File: src/rtl/spi_cmd_pkg.sv
package spi_cmd_pkg;
  localparam int unsigned DW = 32;
  localparam int unsigned FW = $clog2(DW);
  localparam int unsigned PRE_W = 3;

  typedef enum logic [2:0] {
    A_CTRL  = 3'd0,
    A_STAT  = 3'd1,
    A_CMD   = 3'd2,
    A_TIME  = 3'd3,
    A_WATER = 3'd4,
    A_TXD   = 3'd5,
    A_RXD   = 3'd6
  } reg_addr_e;

  typedef struct packed {
    logic             nostall;
    logic [1:0]       cs;
    logic [PRE_W-1:0] pre;
    logic [FW-1:0]    fsz;
    logic             lsb;
    logic             cpha;
    logic             cpol;
  } cmd_t;

  typedef struct packed {
    logic [7:0] gap;
    logic [7:0] trail;
    logic [7:0] lead;
    logic [7:0] div;
  } timing_t;

  typedef enum logic [2:0] {
    ST_IDLE,
    ST_LEAD,
    ST_HALF1,
    ST_HALF2,
    ST_TRAIL
  } eng_state_e;
endpackage

File: src/rtl/spi_fifo.sv
module spi_fifo #(
  parameter int unsigned W     = 32,
  parameter int unsigned DEPTH = 4,
  parameter int unsigned CW    = $clog2(DEPTH+1)
) (
  input  logic          clk_i,
  input  logic          rst_ni,
  input  logic          push_i,
  input  logic [W-1:0]  wdata_i,
  input  logic          pop_i,
  output logic [W-1:0]  rdata_o,
  output logic [CW-1:0] count_o
);
  localparam int unsigned PW = (DEPTH > 1) ? $clog2(DEPTH) : 1;

  logic [W-1:0]  mem [DEPTH];
  logic [PW-1:0] wp, rp;
  logic [CW-1:0] cnt;
  logic          do_push, do_pop;

  assign do_push = push_i && (cnt != CW'(DEPTH));
  assign do_pop  = pop_i && (cnt != '0);
  assign rdata_o = mem[rp];
  assign count_o = cnt;

  always_ff @(posedge clk_i) begin
    if (do_push) mem[wp] <= wdata_i;
  end

  always_ff @(posedge clk_i or negedge rst_ni) begin
    if (!rst_ni) begin
      wp  <= '0;
      rp  <= '0;
      cnt <= '0;
    end else begin
      if (do_push) wp <= (wp == PW'(DEPTH-1)) ? '0 : wp + 1'b1;
      if (do_pop)  rp <= (rp == PW'(DEPTH-1)) ? '0 : rp + 1'b1;
      case ({do_push, do_pop})
        2'b10:   cnt <= cnt + 1'b1;
        2'b01:   cnt <= cnt - 1'b1;
        default: cnt <= cnt;
      endcase
    end
  end
endmodule

File: src/rtl/spi_prescaler.sv
module spi_prescaler #(
  parameter int unsigned PRE_W = 3
) (
  input  logic             clk_i,
  input  logic             rst_ni,
  input  logic             en_i,
  input  logic [PRE_W-1:0] pre_i,
  output logic             tick_o
);
  localparam int unsigned CNT_W = (1 << PRE_W) - 1;

  logic [CNT_W-1:0] cnt;
  logic [CNT_W:0]   span;
  logic [CNT_W-1:0] mask;

  assign span   = (CNT_W+1)'(1) << pre_i;
  assign mask   = CNT_W'(span - 1'b1);
  assign tick_o = en_i && ((cnt & mask) == mask);

  always_ff @(posedge clk_i or negedge rst_ni) begin
    if (!rst_ni)    cnt <= '0;
    else if (!en_i) cnt <= '0;
    else            cnt <= cnt + 1'b1;
  end
endmodule

File: src/rtl/spi_frame_engine.sv
module spi_frame_engine
  import spi_cmd_pkg::*;
(
  input  logic          clk_i,
  input  logic          rst_ni,
  input  logic          en_i,
  input  logic          tick_i,
  input  cmd_t          cmd_i,
  input  timing_t       tim_i,
  input  logic          tx_valid_i,
  input  logic [DW-1:0] tx_word_i,
  input  logic          rx_full_i,
  input  logic          sin_i,
  output logic          tx_pop_o,
  output logic          rx_push_o,
  output logic [DW-1:0] rx_word_o,
  output logic          sck_o,
  output logic          sout_o,
  output logic [3:0]    pcs_no,
  output logic          busy_o
);
  eng_state_e    state;
  logic [8:0]    cnt, gap_cnt;
  logic [8:0]    per, h1, h2;
  logic [FW-1:0] idx, pos, pos_nx, pos0;
  logic          sck_act, sout_q;
  logic [3:0]    pcs_q;
  logic [DW-1:0] tx_sh, rx_sh;
  logic          start_ok, at_zero;

  // half-periods split the SCK period; the first half takes the floor
  assign per = {1'b0, tim_i.div} + 9'd2;
  assign h1  = per >> 1;
  assign h2  = per - h1;

  assign pos    = cmd_i.lsb ? idx : cmd_i.fsz - idx;
  assign pos_nx = cmd_i.lsb ? idx + 1'b1 : cmd_i.fsz - idx - 1'b1;
  assign pos0   = cmd_i.lsb ? '0 : cmd_i.fsz;

  assign start_ok = tx_valid_i && (cmd_i.nostall || !rx_full_i);
  assign at_zero  = (cnt == '0);

  assign tx_pop_o  = en_i && tick_i && (state == ST_IDLE) && (gap_cnt == '0) && start_ok;
  assign rx_push_o = en_i && tick_i && (state == ST_TRAIL) && at_zero;
  assign rx_word_o = rx_sh;
  assign sck_o     = cmd_i.cpol ^ sck_act;
  assign sout_o    = sout_q;
  assign pcs_no    = pcs_q;
  assign busy_o    = (state != ST_IDLE);

  always_ff @(posedge clk_i or negedge rst_ni) begin
    if (!rst_ni) begin
      state   <= ST_IDLE;
      cnt     <= '0;
      gap_cnt <= '0;
      idx     <= '0;
      sck_act <= 1'b0;
      sout_q  <= 1'b0;
      pcs_q   <= '1;
      tx_sh   <= '0;
      rx_sh   <= '0;
    end else if (!en_i) begin
      state   <= ST_IDLE;
      gap_cnt <= '0;
      sck_act <= 1'b0;
      pcs_q   <= '1;
    end else if (tick_i) begin
      case (state)
        ST_IDLE: begin
          if (gap_cnt != '0) begin
            gap_cnt <= gap_cnt - 1'b1;
          end else if (start_ok) begin
            tx_sh <= tx_word_i;
            rx_sh <= '0;
            idx   <= '0;
            pcs_q <= ~(4'b0001 << cmd_i.cs);
            cnt   <= {1'b0, tim_i.lead};
            state <= ST_LEAD;
            if (!cmd_i.cpha) sout_q <= tx_word_i[pos0];
          end
        end
        ST_LEAD, ST_HALF2: begin
          if (at_zero) begin
            // leading edge
            sck_act <= 1'b1;
            if (cmd_i.cpha) sout_q <= tx_sh[pos];
            else            rx_sh[pos] <= sin_i;
            cnt   <= h1 - 1'b1;
            state <= ST_HALF1;
          end else begin
            cnt <= cnt - 1'b1;
          end
        end
        ST_HALF1: begin
          if (at_zero) begin
            // trailing edge
            sck_act <= 1'b0;
            if (cmd_i.cpha) rx_sh[pos] <= sin_i;
            if (idx == cmd_i.fsz) begin
              cnt   <= {1'b0, tim_i.trail};
              state <= ST_TRAIL;
            end else begin
              idx <= idx + 1'b1;
              if (!cmd_i.cpha) sout_q <= tx_sh[pos_nx];
              cnt   <= h2 - 1'b1;
              state <= ST_HALF2;
            end
          end else begin
            cnt <= cnt - 1'b1;
          end
        end
        ST_TRAIL: begin
          if (at_zero) begin
            pcs_q   <= '1;
            gap_cnt <= {1'b0, tim_i.gap} + 9'd1;
            state   <= ST_IDLE;
          end else begin
            cnt <= cnt - 1'b1;
          end
        end
        default: state <= ST_IDLE;
      endcase
    end
  end
endmodule

File: src/rtl/spi_cmd_master.sv
module spi_cmd_master
  import spi_cmd_pkg::*;
#(
  parameter int unsigned DEPTH = 4
) (
  input  logic        clk_i,
  input  logic        rst_ni,
  input  logic        wr_en_i,
  input  logic        rd_en_i,
  input  logic [2:0]  addr_i,
  input  logic [31:0] wdata_i,
  output logic [31:0] rdata_o,
  input  logic        sin_i,
  output logic        sck_o,
  output logic        sout_o,
  output logic [3:0]  pcs_no
);
  localparam int unsigned CW = $clog2(DEPTH+1);

  logic          en_q, done_q, err_q;
  cmd_t          cmd_q;
  timing_t       tim_q;
  logic [CW-1:0] txw_q, rxw_q;
  logic [CW-1:0] tx_cnt, rx_cnt;
  logic [DW-1:0] tx_head, rx_head, rx_word;
  logic          tx_push, tx_pop, rx_push, rx_pop;
  logic          tx_full, rx_full, tx_req, rx_rdy;
  logic          tick, busy, cfg_ok;
  logic          wr_ctrl, wr_stat, wr_cmd, wr_time, wr_water;
  logic [31:0]   water_rd;

  assign wr_ctrl  = wr_en_i && (addr_i == A_CTRL);
  assign wr_stat  = wr_en_i && (addr_i == A_STAT);
  assign wr_cmd   = wr_en_i && (addr_i == A_CMD);
  assign wr_time  = wr_en_i && (addr_i == A_TIME);
  assign wr_water = wr_en_i && (addr_i == A_WATER);
  assign tx_push  = wr_en_i && (addr_i == A_TXD);
  assign rx_pop   = rd_en_i && (addr_i == A_RXD);
  assign cfg_ok   = !en_q;

  assign tx_full = (tx_cnt == CW'(DEPTH));
  assign rx_full = (rx_cnt == CW'(DEPTH));
  assign tx_req  = (tx_cnt <= txw_q);
  assign rx_rdy  = (rx_cnt > rxw_q);

  always_ff @(posedge clk_i or negedge rst_ni) begin
    if (!rst_ni) begin
      en_q   <= 1'b0;
      cmd_q  <= '{nostall: 1'b0, cs: 2'd0, pre: '0, fsz: FW'(DW-1),
                  lsb: 1'b0, cpha: 1'b0, cpol: 1'b0};
      tim_q  <= '0;
      txw_q  <= '0;
      rxw_q  <= '0;
      done_q <= 1'b0;
      err_q  <= 1'b0;
    end else begin
      if (wr_ctrl) en_q <= wdata_i[0];
      if (wr_cmd && cfg_ok)  cmd_q <= cmd_t'(wdata_i[$bits(cmd_t)-1:0]);
      if (wr_time && cfg_ok) tim_q <= timing_t'(wdata_i);
      if (wr_water && cfg_ok) begin
        txw_q <= wdata_i[CW-1:0];
        rxw_q <= wdata_i[4 +: CW];
      end
      // set wins over a same-cycle clear
      if (rx_push)                     done_q <= 1'b1;
      else if (wr_stat && wdata_i[2])  done_q <= 1'b0;
      if (tx_push && tx_full)          err_q <= 1'b1;
      else if (wr_stat && wdata_i[3])  err_q <= 1'b0;
    end
  end

  always_comb begin
    water_rd = '0;
    water_rd[CW-1:0] = txw_q;
    water_rd[4 +: CW] = rxw_q;
  end

  always_comb begin
    case (reg_addr_e'(addr_i))
      A_CTRL:  rdata_o = {31'b0, en_q};
      A_STAT:  rdata_o = {27'b0, busy, err_q, done_q, rx_rdy, tx_req};
      A_CMD:   rdata_o = {{(32-$bits(cmd_t)){1'b0}}, cmd_q};
      A_TIME:  rdata_o = tim_q;
      A_WATER: rdata_o = water_rd;
      A_RXD:   rdata_o = rx_head;
      default: rdata_o = '0;
    endcase
  end

  spi_fifo #(.W(DW), .DEPTH(DEPTH), .CW(CW)) u_txq (
    .clk_i   (clk_i),
    .rst_ni  (rst_ni),
    .push_i  (tx_push),
    .wdata_i (wdata_i),
    .pop_i   (tx_pop),
    .rdata_o (tx_head),
    .count_o (tx_cnt)
  );

  spi_fifo #(.W(DW), .DEPTH(DEPTH), .CW(CW)) u_rxq (
    .clk_i   (clk_i),
    .rst_ni  (rst_ni),
    .push_i  (rx_push),
    .wdata_i (rx_word),
    .pop_i   (rx_pop),
    .rdata_o (rx_head),
    .count_o (rx_cnt)
  );

  spi_prescaler #(.PRE_W(PRE_W)) u_pre (
    .clk_i  (clk_i),
    .rst_ni (rst_ni),
    .en_i   (en_q),
    .pre_i  (cmd_q.pre),
    .tick_o (tick)
  );

  spi_frame_engine u_eng (
    .clk_i      (clk_i),
    .rst_ni     (rst_ni),
    .en_i       (en_q),
    .tick_i     (tick),
    .cmd_i      (cmd_q),
    .tim_i      (tim_q),
    .tx_valid_i (tx_cnt != '0),
    .tx_word_i  (tx_head),
    .rx_full_i  (rx_full),
    .sin_i      (sin_i),
    .tx_pop_o   (tx_pop),
    .rx_push_o  (rx_push),
    .rx_word_o  (rx_word),
    .sck_o      (sck_o),
    .sout_o     (sout_o),
    .pcs_no     (pcs_no),
    .busy_o     (busy)
  );
endmodule

File: config.mk
export PLATFORM = sky130hd
export DESIGN_NAME = spi_cmd_master
export DESIGN_NICKNAME = d
export VERILOG_FILES = /design/src/rtl/spi_cmd_pkg.sv /design/src/rtl/spi_fifo.sv /design/src/rtl/spi_prescaler.sv /design/src/rtl/spi_frame_engine.sv /design/src/rtl/spi_cmd_master.sv
export SDC_FILE = /design/constraint.sdc
export NUM_CORES = 1
export LEC_CHECK = 0
export BUFFER_PORTS_ARGS = -buffer_cell sky130_fd_sc_hd__buf_4
export CORE_ASPECT_RATIO = 0.9
export CORE_MARGIN = 5
export CORE_UTILIZATION = 30
export DETAILED_ROUTE_END_ITERATION = 8
export MAX_ROUTING_LAYER = met4
export PLACE_DENSITY = 0.52
export REMOVE_ABC_BUFFERS = 1
export SYNTH_ARGS = -nofsm -noshare
export SYNTH_HDL_FRONTEND = slang
export SYNTH_SLANG_ARGS = --single-unit
export TNS_END_PERCENT = 50
File: constraint.sdc
create_clock -name clk_i -period 4.91 [get_ports clk_i]
set_input_delay 0.491 -clock clk_i [delete_from_list [all_inputs] [get_ports clk_i]]
set_output_delay 0.491 -clock clk_i [all_outputs]
set_load 0.005 [all_outputs]
==> flow_summary.yaml, run 1 <==
power:
  p_comb_share_pct: 36.6
  power.leakage_nw: 8.98
  power.share.clock_pct: 26.1
  p_per_area_nw_per_um2: 601
  power.total_mw: 14.2
  pwr-share-seq_pct: 37.3
  irDropWorstVdd_mv: 0.258
  switching_share_pct: 37.3
  p_switching_mw: 5.29
  p_int_mw: 8.90
global_route:
  overflow: 0
  grt_max_degree: 98
  grt_pass1_wl_microns: 85900
  antenna_found_initial: 0
  grt_pass1_vias: 13100
  groute.usage.overall_pct: 15.7
worst_setup_path:
  endpoint_kind: "flip-flop"
  worst_path_max_delay_cell: "dfstp_2"
  critical_path_class: "flip-flop to flip-flop"
  arrival_ps: 4680
  cp_common_cell: "inv_1"
  slowest_delay_ps: 700
  cp_cell_sequence: "inv_1, ha_1, inv_1, fa_1, inv_1, ha_1, or2_2, nand2_1, a211oi_1, a311oi_1, a311oi_1, nor4_1, a311oi_2, a22oi_1"
  r2r_cells: 14
  cp_max_fo: 17
  start_kind: "flip-flop"
  critPathRequiredTime_ps: 5410
yosys:
  synth_area_sq_um: 20300
  ys_seq_area_share_pct: 59.0
  async_flop_share_pct: 40.2
  synthCells: 1590
  syn_area_per_cell_sq_um: 12.8
  synth_flop_cell: "edfxtp_1"
  synth-seq-cells: 428
  synth_warnings: 0
  synth.distinct_cells: 81
  synth_edf_count: 256
sta:
  fin_skew_ps: 30.0
  period_minus_slack_ps: 4180
  report.final.slew_viol_count: 0
  fin_tns_setup_ps: 0
  finalCritPeriodShare_pct: 85.2
  fmax_mhz: 239
  setup_viol: 0
  rsz0062_at_grt: "no"
  worst_pin_slew_ps: 1230
  hold_violations: 0
  slew_headroom_pct: 17.2
finish:
  nNetsFinal: 1757
  final_cell_mix: "256 x edfxtp_1, 178 x nand2_1, 161 x dfrtp_1, 126 x o21ai_0, 102 x buf_4"
  num-fill-cells: 6564
  area_growth_pct: 16.1
  diodes: 0
  layout-drive-gt1-share_pct: 18.4
  final_common_cell: "edfxtp_1"
clock_network:
  postCtsSetupBuffers: 0
  cts_buffers: 49
  cts_tree: "built"
  clk_pin_slew_worst_paths_ps: 60
  cts_buffer_depth: 3
  cts_sinks: 428
  cts_root_buffer: "clkbuf_16"
  htreeDepth: 2
  cts_resized: 0
  insertion_delay_ps: 590
placement:
  numPortBuffers: 77
  gp_congestion: 0.871
  hpwlAfterDp_microns: 39500
drt:
  drc: 0
  dr.pass1.iters: 6
  vias: 13400
  wl_microns: 57000
  wl_per_cell_microns: 22.1
  initialDrtViolationCount: 1102
  via_per_inst: 5.20
  ant_nets: 0
worst_hold_path:
  min_path_type: "input port to flip-flop"
  hold_depth: 1
die:
  die-height_microns: 257
  pin_count: 78
  design.core.area_sq_um: 67100
  die_w_microns: 284
  start_util_pct: 30.3
  rows: 90
  die_area_sq_um: 73100
flow_run:
  drv_cap: 0
outcome:
  status: "completed"
per-stage QoR:
| step | instance area [sq um] | std cells | util [%] | setup WS, ps | hold WS (ps) |
|---|---|---|---|---|---|
| 2_1_floorplan | 20000 | 1510 | - | 1180 | 195 |
| 3_3_place_gp | 21900 | 2490 | 32.7 | 851 | 467 |
| 3_5_place_dp | 21900 | 2490 | 32.7 | 704 | 481 |
| 4_1_cts | 23600 | 2583 | 35.2 | 722 | 94.5 |
| 5_1_grt | 23600 | 2583 | 35.2 | 466 | 106 |
| 6_report | 23600 | 2583 | 35.2 | 727 | 127 |
path summary, 6_finish.rpt:
path                                           end   startpoint  slack (ps)
worst max register to register        u_eng.sout_o     cmd_q[3]         730
min in group asynchronous          u_eng.tx_sh[16]       rst_ni         500
worst max-delay path                  u_eng.sout_o     cmd_q[3]         730
worst min-delay path              u_txq.mem[0][31]  wdata_i[31]         130
max in group asynchronous       u_eng.rx_word_o[4]       rst_ni        3420
worst min register to register              done_q       done_q         490
cell families after synthesis:
kind of cell | count (synthesis) | share of synthesized area [%]
flops | 428 | 59.0
simple gates | 419 | 9.65
compound gates | 346 | 10.6
mux | 163 | 12.8
buf+inv | 139 | 2.71
fa+ha+maj | 49 | 3.13
xor+xnor | 46 | 2.05
registers in the layout, summed over array words and instances (netlist names), 2 cells and up:
name	flops
u_rxq.mem	128
u_txq.mem	128
tim_q	32
u_eng.rx_word_o	32
u_eng.tx_sh	32
cmd_q	14
u_eng.cnt	9
u_eng.gap_cnt	9
u_pre.cnt	7
u_eng.idx	5
u_eng.pcs_no	4
rxw_q	3
txw_q	3
u_eng.state	3
u_rxq.count_o	3
u_txq.count_o	3
u_rxq.rp	2
u_rxq.wp	2
u_txq.rp	2
u_txq.wp	2
cell usage after synthesis (6+ instances only):
cell | number | area (sq um)
edfxtp_1 | 256 | 7690
nand2_1 | 178 | 668
dfrtp_1 | 163 | 4080
o21ai_0 | 127 | 636
a21oi_1 | 70 | 350
nor2_1 | 69 | 259
clkbuf_1 | 59 | 221
inv_1 | 59 | 221
mux4_2 | 58 | 1310
mux2_2 | 55 | 619
ha_1 | 46 | 576
mux2i_1 | 39 | 390
nand3_1 | 31 | 155
nor3_1 | 29 | 145
o22ai_1 | 25 | 156
xor2_1 | 23 | 201
and3_1 | 22 | 138
xnor2_1 | 22 | 193
a22o_1 | 20 | 175
and2_1 | 20 | 125
buf_1 | 13 | 48.8
a211oi_1 | 11 | 82.6
mux4_1 | 11 | 289
nand2b_1 | 11 | 68.8
nor2b_1 | 11 | 68.8
a311oi_1 | 9 | 78.8
a31oi_1 | 9 | 56.3
dfstp_2 | 9 | 236
nand4_1 | 8 | 50.1
or3_1 | 8 | 50.1
a21o_1 | 7 | 52.6
nor3b_1 | 7 | 52.6
o211ai_1 | 7 | 52.6
a22oi_1 | 6 | 45.0
nor4_1 | 6 | 37.5
o2bb2ai_1 | 6 | 52.6
o31ai_1 | 6 | 45.0
repair_timing:
item / 4_1_cts / 5_1_grt
hold buffers: 1 / 0
setup endpoints to repair: 0 / 0
hold endpoints to repair: 69 / 0
layer usage:
layer / wire length (microns) / global-route usage [%] / vias up / share of wire [%]
li1: - / - / 6166 / -
met1: 26100 / 21.5 / 6882 / 46
met2: 27100 / 24.9 / 313 / 48
met3: 2630 / 2.27 / 77 / 4.6
met4: 1150 / 3.85 / 0 / 2.0
met5: 0 / - / - / 0
power groups by stage:
stage / logic (mW) / registers [mW] / clock network [mW]
after floorplan: 3.50 / 5.11 / 0
after global placement: 5.11 / 5.35 / 0
after detailed placement: 5.16 / 5.37 / 0
after CTS: 5.19 / 5.31 / 3.80
after global routing: 5.73 / 5.38 / 3.95
final: 5.20 / 5.29 / 3.70
cell type report:
class                      count  area (sq um)  share of cell area (%)
clock buffer                  70          1410                    5.97
sequential                   428         12000                    50.9
tap                          874          1090                    4.63
clock inverter                22           240                    1.02
inverter                      59           221                   0.938
multi-input combinational   1023          7780                    33.0
timing repair buffer         107           850                    3.60
worst max-delay path: cells and delay by family (launching register included):
family,cells,cell delay (ps)
fa+ha+maj,3,970
compound gates,5,770
simple gates,3,1260
flops,1,700
buf+inv,3,430
No activity file was read; power rests on OpenSTA's default activity.
==> run 2: changes to the inputs <==
--- a/config.mk
+++ b/config.mk
@@ -9,6 +9,7 @@
 export CORE_ASPECT_RATIO = 0.9
 export CORE_MARGIN = 5
 export CORE_UTILIZATION = 30
+export CTS_BUF_LIST = sky130_fd_sc_hd__clkbuf_2 sky130_fd_sc_hd__clkbuf_4 sky130_fd_sc_hd__clkbuf_8
 export DETAILED_ROUTE_END_ITERATION = 8
 export MAX_ROUTING_LAYER = met4
 export PLACE_DENSITY = 0.52
==> run 2 against run 1 <==
  * Final cell count up 2.1%
  * Via count up 1.3%
  * Worst hold slack worse by 63 ps
  * Clock-buffer cell count up 48
  * First-iteration DRC count down 5.5%
  * Worst setup slack worse by 11 ps
  * Non-clock buffer count up 2
  * Global-route usage up 0.21 points
  * Sequential cell count unchanged
  * Die area unchanged
==> flow_summary.yaml, run 2 (synthesis results as in run 1) <==
power:
  irDropWorstVdd_mv: 0.212
  power.total_mw: 14.0
  power.leakage_nw: 9.05
  p_per_area_nw_per_um2: 594
sta:
  setup_viol: 0
  worst_pin_slew_ps: 1140
  slew_headroom_pct: 23.1
  fmax_mhz: 238
  report.final.slew_viol_count: 0
  hold_violations: 0
  setup_slack_ps: 716
  period_minus_slack_ps: 4190
  fin_skew_ps: 32.6
  fin_tns_setup_ps: 0
  rsz0062_at_grt: "no"
  finalCritPeriodShare_pct: 85.4
clock_network:
  cts_sinks: 428
  cts_root_buffer: "clkbuf_8"
  cts_tree: "built"
  htreeDepth: 3
  cts_buffers: 76
  clk_pin_slew_worst_paths_ps: 60
  cts_buffer_depth: 3
  postCtsSetupBuffers: 0
  hold_buffers: 3
  cts_resized: 0
  insertion_delay_ps: 650
worst_hold_path:
  worstHoldStart: "wdata_i[30]"
  worstHoldEndpoint: "u_txq.mem[2][30]"
  hold_depth: 1
  min_path_type: "input port to flip-flop"
drt:
  dr.pass1.iters: 5
  wl_microns: 57400
  ant_nets: 0
  drc: 0
  via_per_inst: 5.16
  vias: 13600
  initialDrtViolationCount: 1041
  wl_per_cell_microns: 21.8
worst_setup_path:
  cp_common_cell: "inv_1"
  cp_max_fo: 17
  worst_path_max_delay_cell: "dfstp_2"
  path_delay_family: "simple AND/OR/NAND/NOR gates"
  critical_path_class: "flip-flop to flip-flop"
  r2r_cells: 14
  critPathRequiredTime_ps: 5480
  arrival_ps: 4760
  endpoint_kind: "flip-flop"
  r2r_setup_slack_ps: 720
  cp_cell_sequence: "inv_1, ha_1, inv_1, fa_1, inv_1, ha_1, or2_2, nand2_1, a211oi_1, a311oi_1, a311oi_1, nor4_1, a311oi_2, a22oi_1"
  worstReg2RegEnd: "u_eng.sout_o"
  slowest_delay_ps: 690
  critPathBufInv: 3
  start_kind: "flip-flop"
  worstReg2RegStart: "cmd_q[3]"
die:
  design.core.area_sq_um: 67100
  pin_count: 78
  start_util_pct: 30.3
  die_w_microns: 284
  die_area_sq_um: 73100
  rows: 90
  die-height_microns: 257
placement:
  hpwlAfterDp_microns: 39500
  gp_congestion: 0.871
  dp_slack_ps: 704
  place_area_sq_um: 21900
  numPortBuffers: 77
outcome:
  status: "completed"
finish:
  final_area_sq_um: 23600
  top_regs: "u_rxq.mem: 128 flops, u_txq.mem: 128 flops"
  final_cell_mix: "256 x edfxtp_1, 178 x nand2_1, 161 x dfrtp_1, 126 x o21ai_0, 102 x buf_4"
  nNetsFinal: 1786
  layout-drive-gt1-share_pct: 21.4
  final_common_cell: "edfxtp_1"
  area_growth_pct: 16.2
global_route:
  grt_pass1_wl_microns: 86600
  groute.usage.overall_pct: 15.9
  antenna_found_initial: 1
  grt_pass1_vias: 13500
  grt_max_degree: 98
  overflow: 0
flow_run:
  drv_cap: 0
run 2: worst max path at each step:
stage	from	slack [ps]	depth (start not counted)	endpoint
floorplan	u_eng.gap_cnt[0]	1180	13	u_txq.count_o[2]
global placement	cmd_q[3]	850	14	u_eng.sout_o
detailed placement	cmd_q[3]	700	14	u_eng.sout_o
CTS	cmd_q[3]	700	14	u_eng.sout_o
global route	cmd_q[3]	450	14	u_eng.sout_o
finish	cmd_q[3]	720	14	u_eng.sout_o
run 2: report_power, final:
group	leakage, nW	switching, mW	internal, mW
sequential	4.53	0.808	4.48
clock	0.870	1.49	2.05
combinational	3.65	3.03	2.17
run 2: stage by stage:
step           utilization [%]  hold slack, ps  cells
2_1_floorplan                -             195   1510
3_3_place_gp              32.7             467   2490
3_5_place_dp              32.7             481   2490
4_1_cts                   35.2           0.469   2635
5_1_grt                   35.2            7.91   2635
6_report                  35.2            63.7   2636
run 2: layout make-up:
| class | count | area [sq um] |
|---|---|---|
| diodes | 1 | 2.50 |
| clock buffers | 118 | 1460 |
| clock inverters | 24 | 199 |
| fillers | 6609 | 43500 |
| inverters | 59 | 221 |
| multi-input cells | 1023 | 7780 |
| flip-flops and latches | 428 | 12000 |
| well taps | 874 | 1090 |
| repair buffers | 109 | 870 |
run 2: worst reg2reg max path, cell delays in order, from the launching register on:
cell and delay (ps):
dfstp_2 690, inv_1 230, ha_1 270, inv_1 70, fa_1 470, inv_1 130
ha_1 230, or2_2 390, nand2_1 540, a211oi_1 180, a311oi_1 290, a311oi_1 80
nor4_1 330, a311oi_2 80, a22oi_1 150
run 2: metal layers:
layer / track usage [%] / routed length (microns) / up-vias
li1: - / - / 6225
met1: 21.3 / 26300 / 6942
met2: 24.7 / 27000 / 351
met3: 3.00 / 2610 / 95
met4: 4.88 / 1380 / 0
met5: - / 0 / -
